**config.mk**
```make
export PLATFORM = sky130hd
export DESIGN_NAME = keyed_watchdog
export DESIGN_NICKNAME = d
export VERILOG_FILES = /design/src/rtl/keyed_watchdog_pkg.sv /design/src/rtl/wdk_unlock.sv /design/src/rtl/wdk_counter.sv /design/src/rtl/wdk_pulse.sv /design/src/rtl/keyed_watchdog.sv
export SDC_FILE = /design/constraint.sdc
export NUM_CORES = 1
export LEC_CHECK = 0
export ABC_AREA = 1
export BUFFER_PORTS_ARGS = -buffer_cell sky130_fd_sc_hd__buf_2
export CAP_MARGIN = 20
export CORE_AREA = 2 2 82 100
export DETAILED_ROUTE_END_ITERATION = 12
export DIE_AREA = 0 0 84 102
export PLACE_DENSITY = 0.66
export SLEW_MARGIN = 20
export SYNTH_ARGS = -nofsm -noshare
export SYNTH_HDL_FRONTEND = slang
export SYNTH_HIERARCHICAL = 1
export SYNTH_SLANG_ARGS = --single-unit
```
**constraint.sdc**
```tcl
create_clock -name clk -period 2.55 [get_ports clk]
set_input_delay 0.1275 -clock clk [delete_from_list [all_inputs] [get_ports clk]]
set_output_delay 0.1275 -clock clk [all_outputs]
set_load 0.005 [all_outputs]
```
**src/rtl/keyed_watchdog_pkg.sv**
```systemverilog
package keyed_watchdog_pkg;
  localparam int unsigned ADDR_W = 3;
  localparam int unsigned DATA_W = 32;
  typedef logic [ADDR_W-1:0] addr_t;
  typedef logic [DATA_W-1:0] data_t;

  localparam addr_t A_CTRL   = 3'd0;
  localparam addr_t A_MATCH  = 3'd1;
  localparam addr_t A_COUNT  = 3'd2;
  localparam addr_t A_STATUS = 3'd3;
  localparam addr_t A_KEY1   = 3'd4;
  localparam addr_t A_KEY2   = 3'd5;

  typedef enum logic [1:0] {
    LK_CLOSED = 2'd0,
    LK_HALF   = 2'd1,
    LK_OPEN   = 2'd2
  } lock_t;

  function automatic logic is_guarded(input addr_t a);
    return (a == A_CTRL) || (a == A_MATCH) || (a == A_STATUS);
  endfunction
endpackage

```
**src/rtl/wdk_unlock.sv**
```systemverilog
module wdk_unlock
  import keyed_watchdog_pkg::*;
#(
  parameter data_t KEY_A = 32'h0000_BABA,
  parameter data_t KEY_B = 32'h0000_EB10
) (
  input  logic  clk,
  input  logic  rst_n,
  input  logic  wr_en,
  input  addr_t addr,
  input  data_t wdata,
  output logic  open_q
);
  lock_t state_q, state_d;

  function automatic lock_t f_next(input lock_t s, input addr_t a, input data_t d);
    if (a == A_KEY1 && d == KEY_A) return LK_HALF;
    if (s == LK_HALF && a == A_KEY2 && d == KEY_B) return LK_OPEN;
    return LK_CLOSED;
  endfunction

  always_comb begin
    state_d = state_q;
    if (wr_en) state_d = f_next(state_q, addr, wdata);
  end

  always_ff @(posedge clk or negedge rst_n) begin
    if (!rst_n) state_q <= LK_CLOSED;
    else        state_q <= state_d;
  end

  assign open_q = (state_q == LK_OPEN);
endmodule

```
**src/rtl/wdk_counter.sv**
```systemverilog
module wdk_counter #(
  parameter int unsigned CNT_W = 16
) (
  input  logic             clk,
  input  logic             rst_n,
  input  logic             tick,
  input  logic             en,
  input  logic             clear,
  input  logic [CNT_W-1:0] match,
  output logic [CNT_W-1:0] cnt_q,
  output logic             hit
);
  function automatic logic [CNT_W-1:0] f_step(input logic [CNT_W-1:0] c);
    return c + 1'b1;
  endfunction

  assign hit = tick && en && !clear && (f_step(cnt_q) == match);

  always_ff @(posedge clk or negedge rst_n) begin
    if (!rst_n)         cnt_q <= '0;
    else if (clear)     cnt_q <= '0;
    else if (tick && en) cnt_q <= f_step(cnt_q);
  end
endmodule

```
**src/rtl/wdk_pulse.sv**
```systemverilog
module wdk_pulse #(
  parameter int unsigned PULSE_LEN = 4
) (
  input  logic clk,
  input  logic rst_n,
  input  logic fire,
  output logic active
);
  localparam int unsigned PW = $clog2(PULSE_LEN + 1);
  logic [PW-1:0] rem_q;

  always_ff @(posedge clk or negedge rst_n) begin
    if (!rst_n)             rem_q <= '0;
    else if (fire)          rem_q <= PW'(PULSE_LEN);
    else if (rem_q != '0)   rem_q <= rem_q - 1'b1;
  end

  assign active = (rem_q != '0);
endmodule

```
**src/rtl/keyed_watchdog.sv**
```systemverilog
module keyed_watchdog
  import keyed_watchdog_pkg::*;
#(
  parameter int unsigned CNT_W     = 16,
  parameter int unsigned PULSE_LEN = 4,
  parameter data_t       KEY_A     = 32'h0000_BABA,
  parameter data_t       KEY_B     = 32'h0000_EB10
) (
  input  logic        clk,
  input  logic        rst_n,
  input  logic        tick,
  input  logic        wr_en,
  input  logic [2:0]  addr,
  input  logic [31:0] wdata,
  output logic [31:0] rdata,
  output logic        reset_req,
  output logic        irq
);
  logic             open_q;
  logic             hit;
  logic [1:0]       ctrl_q;
  logic [CNT_W-1:0] match_q;
  logic [CNT_W-1:0] cnt_q;
  logic             evt_q;
  logic             gwr, ctrl_wr, match_wr, status_wr;

  wdk_unlock #(.KEY_A(KEY_A), .KEY_B(KEY_B)) u_unlock (
    .clk(clk), .rst_n(rst_n), .wr_en(wr_en), .addr(addr), .wdata(wdata), .open_q(open_q)
  );

  assign gwr       = wr_en && open_q && is_guarded(addr);
  assign ctrl_wr   = gwr && (addr == A_CTRL);
  assign match_wr  = gwr && (addr == A_MATCH);
  assign status_wr = gwr && (addr == A_STATUS);

  always_ff @(posedge clk or negedge rst_n) begin
    if (!rst_n) begin
      ctrl_q  <= '0;
      match_q <= '1;
    end else begin
      if (ctrl_wr)  ctrl_q  <= wdata[1:0];
      if (match_wr) match_q <= wdata[CNT_W-1:0];
    end
  end

  wdk_counter #(.CNT_W(CNT_W)) u_counter (
    .clk(clk), .rst_n(rst_n), .tick(tick), .en(|ctrl_q), .clear(ctrl_wr),
    .match(match_q), .cnt_q(cnt_q), .hit(hit)
  );

  always_ff @(posedge clk or negedge rst_n) begin
    if (!rst_n)                      evt_q <= 1'b0;
    else if (hit)                    evt_q <= 1'b1;
    else if (status_wr && !wdata[0]) evt_q <= 1'b0;
  end

  wdk_pulse #(.PULSE_LEN(PULSE_LEN)) u_pulse (
    .clk(clk), .rst_n(rst_n), .fire(hit && ctrl_q[1]), .active(reset_req)
  );

  assign irq = evt_q && ctrl_q[0];

  always_comb begin
    rdata = '0;
    case (addr)
      A_CTRL:   rdata = DATA_W'(ctrl_q);
      A_MATCH:  rdata = DATA_W'(match_q);
      A_COUNT:  rdata = DATA_W'(cnt_q);
      A_STATUS: rdata = DATA_W'({open_q, evt_q});
      default:  rdata = '0;
    endcase
  end
endmodule

```
* Word level (Yosys, flattened, before mapping) *
Index checks and enable logic that the tools add are counted.

word-level totals
  flip-flop bits (word level) = 40
  input port bits = 39
  output and inout port bits = 34
  logic and storage cells = 58

operators by class
  $add $sub $neg = 2
  equality and inequality tests = 10
  mux-type cells = 16
  reductions and logical operators = 24

operators by type and width
  kind                     count
  $eq A32 B16 Y1 const B   2
  $pmux W16 S4             1
  $mux W16                 2
  $add A16 B1 Y16 const B  1
  $eq A16 B16 Y1           1
  $logic_and A1 B1 Y1      14
  $mux W2                  4
  $mux W1                  7
  $eq A3 B2 Y1 const B     2
  $eq A3 B3 Y1 const B     2
  $mux W3                  2
  $reduce_bool A2 Y1       3
  $eq A3 B1 Y1 const B     1
  $logic_not A3 Y1         1
  $reduce_bool A3 Y1       1
  $sub A3 B1 Y3 const B    1
  $eq A2 B1 Y1 const B     1
  $eq A2 B2 Y1 const B     1
  $logic_not A1 Y1         2
  $logic_or A1 B1 Y1       2
  $reduce_or A2 Y1         1

* Logic depth before layout (Yosys ltp) *
  depth in word-level cells = 10
  depth in mapped cells = 20
  mapped depth without buffers = 20

* Modules after synthesis *
Netlist, hierarchy kept.

by module, submodules not included
  module          times used  cells each  area each (sq um)  seq. area each (sq um)
  keyed_watchdog  1           177         1500.2             495.5
  wdk_counter     1           213         1278.7             400.4
  wdk_unlock      1           80          364.1              50.0
  wdk_pulse       1           22          173.9              75.1

* Worst setup path before layout *
OpenSTA, ideal clock, no wires.

  path kind = register to register
  start point = register u_unlock.state_q[1]
  end point = register u_pulse.rem_q[0]
  setup time = 118 ps
  arrival time = 1847 ps
  required time = 2432 ps
  slack = 585 ps
  cell stages (with the launch flop) = 21
  path buffers = 0
  clock period less this slack = 1965 ps
  cells stage by stage = dfrtp_1 > inv_1 > nor2_1 > nand2_1 > inv_2 > nand3_4 > inv_1 > nor2_1 > nand3_1 > nor2_1 > nand3_1 > nor2_1 > nand2_1 > nor2_1 > nand3_1 > nor2_1 > nand2_1 > inv_1 > inv_1 > nand3_1 > nand2_1

between the ends
  word-level cells in the longest chain between the ends = 9
  elaborated cells on any way between the ends = 10
  classes of those cells = eq/ne: 1; mux: 1; reduce/logical: 8

RTL lines
  item                                           RTL line              source
  start, declared                                wdk_unlock.sv:14      lock_t state_q, state_d;
  start signal, assigned                         wdk_unlock.sv:29      else state_q <= state_d;
  $eq A2 B2 Y1 *                                 wdk_unlock.sv:32      assign open_q = (state_q == LK_OPEN);
  net open_q                                     keyed_watchdog.sv:19  logic open_q;
  $logic_and A1 B1 Y1 * (2 in series)            keyed_watchdog.sv:31  assign gwr = wr_en && open_q && is_guarded(addr);
  $logic_and A1 B1 Y1 *                          keyed_watchdog.sv:32  assign ctrl_wr = gwr && (addr == A_CTRL);
  net ctrl_wr                                    keyed_watchdog.sv:25  logic gwr, ctrl_wr, match_wr, status_wr;
  $logic_not A1 Y1 *                             wdk_counter.sv:17     assign hit = tick && en && !clear && (f_step(cnt_q) == match);
  $logic_and A1 B1 Y1 * (2 in series)            wdk_counter.sv:17
  net hit                                        keyed_watchdog.sv:20  logic hit;
  $logic_and A1 B1 Y1 *                          keyed_watchdog.sv:58  .clk(clk), .rst_n(rst_n), .fire(hit && ctrl_q[1]), .active(reset_req)
  $mux W3 or $reduce_bool A2 Y1 (tied branches)  --
  end signal, assigned                           wdk_pulse.sv:14       else if (fire) rem_q <= PW'(PULSE_LEN);
  end signal, assigned                           wdk_pulse.sv:15       else if (rem_q != '0) rem_q <= rem_q - 1'b1;
  end, declared                                  wdk_pulse.sv:10       logic [PW-1:0] rem_q;

Mark *: on every way through the listed nets, which the timed path passes. The rest lies on a longest branch.
A chain may end at the register's enable or synchronous reset.

* Worst setup path after layout *
  start point = register u_counter.cnt_q[0]
  end point = register u_pulse.rem_q[0]

between the ends
  word-level cells in the longest chain between the ends = 5
  elaborated cells on any way between the ends = 6
  classes of those cells = add/sub: 1; eq/ne: 1; mux: 1; reduce/logical: 3

RTL lines
  item                                           RTL line              source
  start, declared                                wdk_counter.sv:10     output logic [CNT_W-1:0] cnt_q,
  start signal, assigned                         wdk_counter.sv:22     else if (tick && en) cnt_q <= f_step(cnt_q);
  $add A16 B1 Y16 *                              wdk_counter.sv:14     return c + 1'b1;
  $eq A16 B16 Y1 *                               wdk_counter.sv:17
  $logic_and A1 B1 Y1 *                          wdk_counter.sv:17
  net hit                                        keyed_watchdog.sv:20
  $logic_and A1 B1 Y1 *                          keyed_watchdog.sv:58
  $mux W3 or $reduce_bool A2 Y1 (tied branches)  --

Marks and branches as above.

==> results.ini <==
[synthesis]
netlist_area_um2 = 3320
postSynthCellCount = 492
synth_compound_area_share_pct = 11.3
synth_fa_ha_area_share_pct = 1.13
ys.flop_type = dfrtp_1
seq_area_frac_synth_pct = 30.8
synth_top_family_by_area = simple AND/OR/NAND/NOR gates
synth_xor_area_share_pct = 0.264
synth-seq-cells = 40
netlist.area_leader.share_pct = 18.1
synthDistinctLibCells = 33
yosys.area_share.simple_pct = 37.6
synth.top_cells.by_area = dfrtp_1 (18%), nand2_1 (15%), dfstp_2 (13%)
synthArstFlopShare_pct = 100
synth_top_cell_by_area = dfrtp_1
postSynthAreaPerCell_um2 = 6.74
synthMuxAreaShare_pct = 0
synth_edf_count = 0
ys_warn_count = 6

[grt]
antenna_found_initial = 0
grt_remaining_overflow = 0
grt_pass1_wl_mm = 13.3
grt_pass1_vias = 2941
grtUsageTotal_pct = 19.1
grt_max_degree = 41

[sta]
fin_skew_ps = 3.52
maxSlewViolCount = 0
layout_min_cycle_time_ps = 2220
setup_tns_ps = 0
setup_violations = 0
hold_violations = 0
fin_crit_sh_pct = 86.9
max_freq_mhz = 451
hold_slack_ps = 49.7
rsz0062_at_grt = no
maxSlewHeadroom_pct = 38.7
tightest_slew_ps = 920

[worst_setup_path]
worstPathRequired_ps = 2750
critical_path_class = register to register
critPathLaunch = u_counter/cnt_q[0]
path_buf_inv = 3
path_delay_family = simple AND/OR/NAND/NOR gates
r2r_start = u_counter/cnt_q[0]
cpPeakStageDelay_ps = 430
rrSetupSlack_ps = 330
startpoint_type = register
path_cells = ha_1 -> nand3_1 -> o21ai_0 -> nand2_1 -> nand2_1 -> nand2_1 -> inv_1 -> nand2_1 -> nor2_1 -> nand3_1 -> nor2_1 -> nand2_1 -> inv_1 -> inv_1 -> nand3_1 -> nand2_1
critPathSlowestCell = dfrtp_1
crit_top_cell = nand2_1
crit_path_end_kind = register
crit_path_max_fanout = 5
cp.arrival_ps = 2410

[finish]
fin_nets = 588
drive_gt1_share_pct = 26.0
areaGrowthSynthToFinish_pct = 10.7
diodes = 0

[cts]
cts_tree = done
clk_latency_ps = 300
cts_buffers = 5
postCtsSetupRepairBufs = 0
clk_root_buffer_cell = clkbuf_8
cts_buffer_depth = 2
htree_levels = 2
clock_sinks = 40
clk_pin_slew_ps = 80

[floorplan]
die_h_um = 102
io_pins = 73
design.core.area_um2 = 7580
num_rows = 35
die_w_um = 84
die_area_um2 = 8570
start_util_pct = 43.8

[placement]
port_buffers = 56
dp.final_hpwl_mm = 6.02
place.gp.congestion = 0.849

[power]
power.density_nw_per_um2 = 353
leakage_nw = 2.10
vdd_drop_max_mv = 0.195

[drt]
final_antenna_net_count = 0
drtPass1Iterations = 4
via_per_inst = 4.85
wl_mm = 7.90
routedWlPerCell_um = 12.4
num_vias = 3102
drt_iter0_markers = 180
drc = 0

[run_status]
status = finished clean

[hold_path]
min-delay-start = wdata[14]
hold_path.class = primary input to register

[job]
max_cap_viol_count = 0

==> worst reg2reg max path, stage by stage, from the launching register on <==
cell     delay, ps
dfrtp_1        430
ha_1           230
nand3_1        170
o21ai_0        250
nand2_1        100
nand2_1         80
nand2_1         50
inv_1           50
nand2_1         50
nor2_1          80
nand3_1         70
nor2_1         190
nand2_1         90
inv_1           70
inv_1           70
nand3_1         80
nand2_1         50
==> cell usage in the layout, fill, tap and decap left out, types with 16 or more instances in the layout <==
cell type	n
buf_2	56
dfrtp_1	24
conb_1	16
inv_1	97
o21ai_2	26
dfstp_2	16
nor2_1	47
nand3_1	41
nand2_1	133
==> repair_timing <==
item                       CTS  global route
gates resized for setup      0             3
hold buffers                 1             0
hold endpoints to repair    20             0
setup endpoints to repair    0             2
==> logic make-up after synthesis <==
logic type | count (synthesis)
buffers and inverters | 129
xor gates and xnor gates | 1
adders and majority gates | 3
other | 1
and+or+nand+nor | 266
DFF | 40
AOI/OAI and AO/OA | 52
==> cells in the mapped netlist (2+ instances only) <==
master,number
inv_1,98
buf_4,16
nand3_2,11
nor2_4,3
nand4_1,11
dfstp_2,16
ha_1,3
o21ai_0,11
nor2_2,3
o21ai_2,26
inv_2,4
buf_6,5
clkbuf_1,2
nand3_4,2
dfrtp_1,24
o22ai_1,11
nand3_1,41
nand2_1,133
nor2_1,48
nand2_2,7
nand3b_1,3
o21ai_1,3
==> power by group <==
part | switching, mW | internal, mW | total, mW | leakage (nW)
registers | 0.00000000000143 | 0.635 | 0.635 | 0.417
clock network | 0.241 | 0.290 | 0.531 | 0.0541
logic | 0.0846 | 0.0453 | 0.130 | 1.63
total | 0.326 | 0.970 | 1.30 | 2.10
==> per-stage QoR <==
stage	power (mW)	util, %	instances	instance area [um2]	setup slack [ps]
4_1_cts	1.31	48.4	639	3660	189
6_report	1.30	48.5	639	3670	334
5_1_grt	1.36	48.5	639	3670	13.7
3_3_place_gp	0.775	46.8	630	3540	240
2_1_floorplan	0.733	-	507	3370	585
3_5_place_dp	0.778	46.8	630	3540	197
==> final cells by class <==
class                      count  area, um2
clock buffer                   5       68.8
clock inverter                 3       42.5
fill                         784       3900
inverter                     103        392
multi-input combinational    338       1740
sequential                    40       1020
tap                           92        115
timing repair buffer          58        298
==> layer usage <==
metal  track usage (%)  vias up  share of wire [%]
li1                  -     1595                  -
met1              23.6     1406                 44
met2              34.1       88                 49
met3              3.23       13                5.3
met4              6.45        0                1.6
met5                 0        -                  0
==> state kept, by name, summed over array words and instances (netlist names) <==
name,cells
u_unlock/state_q,2
ctrl_q,2
match_q,16
u_pulse/rem_q,3
evt_q,1
u_counter/cnt_q,16
==> final timing paths <==
kind | endpoint | cells after the start
worst min-delay path | match_q[14] | 3
min in group asynchronous | u_counter/cnt_q[10] | 2
worst max-delay path | u_pulse/rem_q[0] | 16
worst min register to register | u_unlock/state_q[1] | 2
max in group asynchronous | u_counter/cnt_q[0] | 2
worst max register to register | u_pulse/rem_q[0] | 16
No activity file was read; power rests on OpenSTA's default activity.
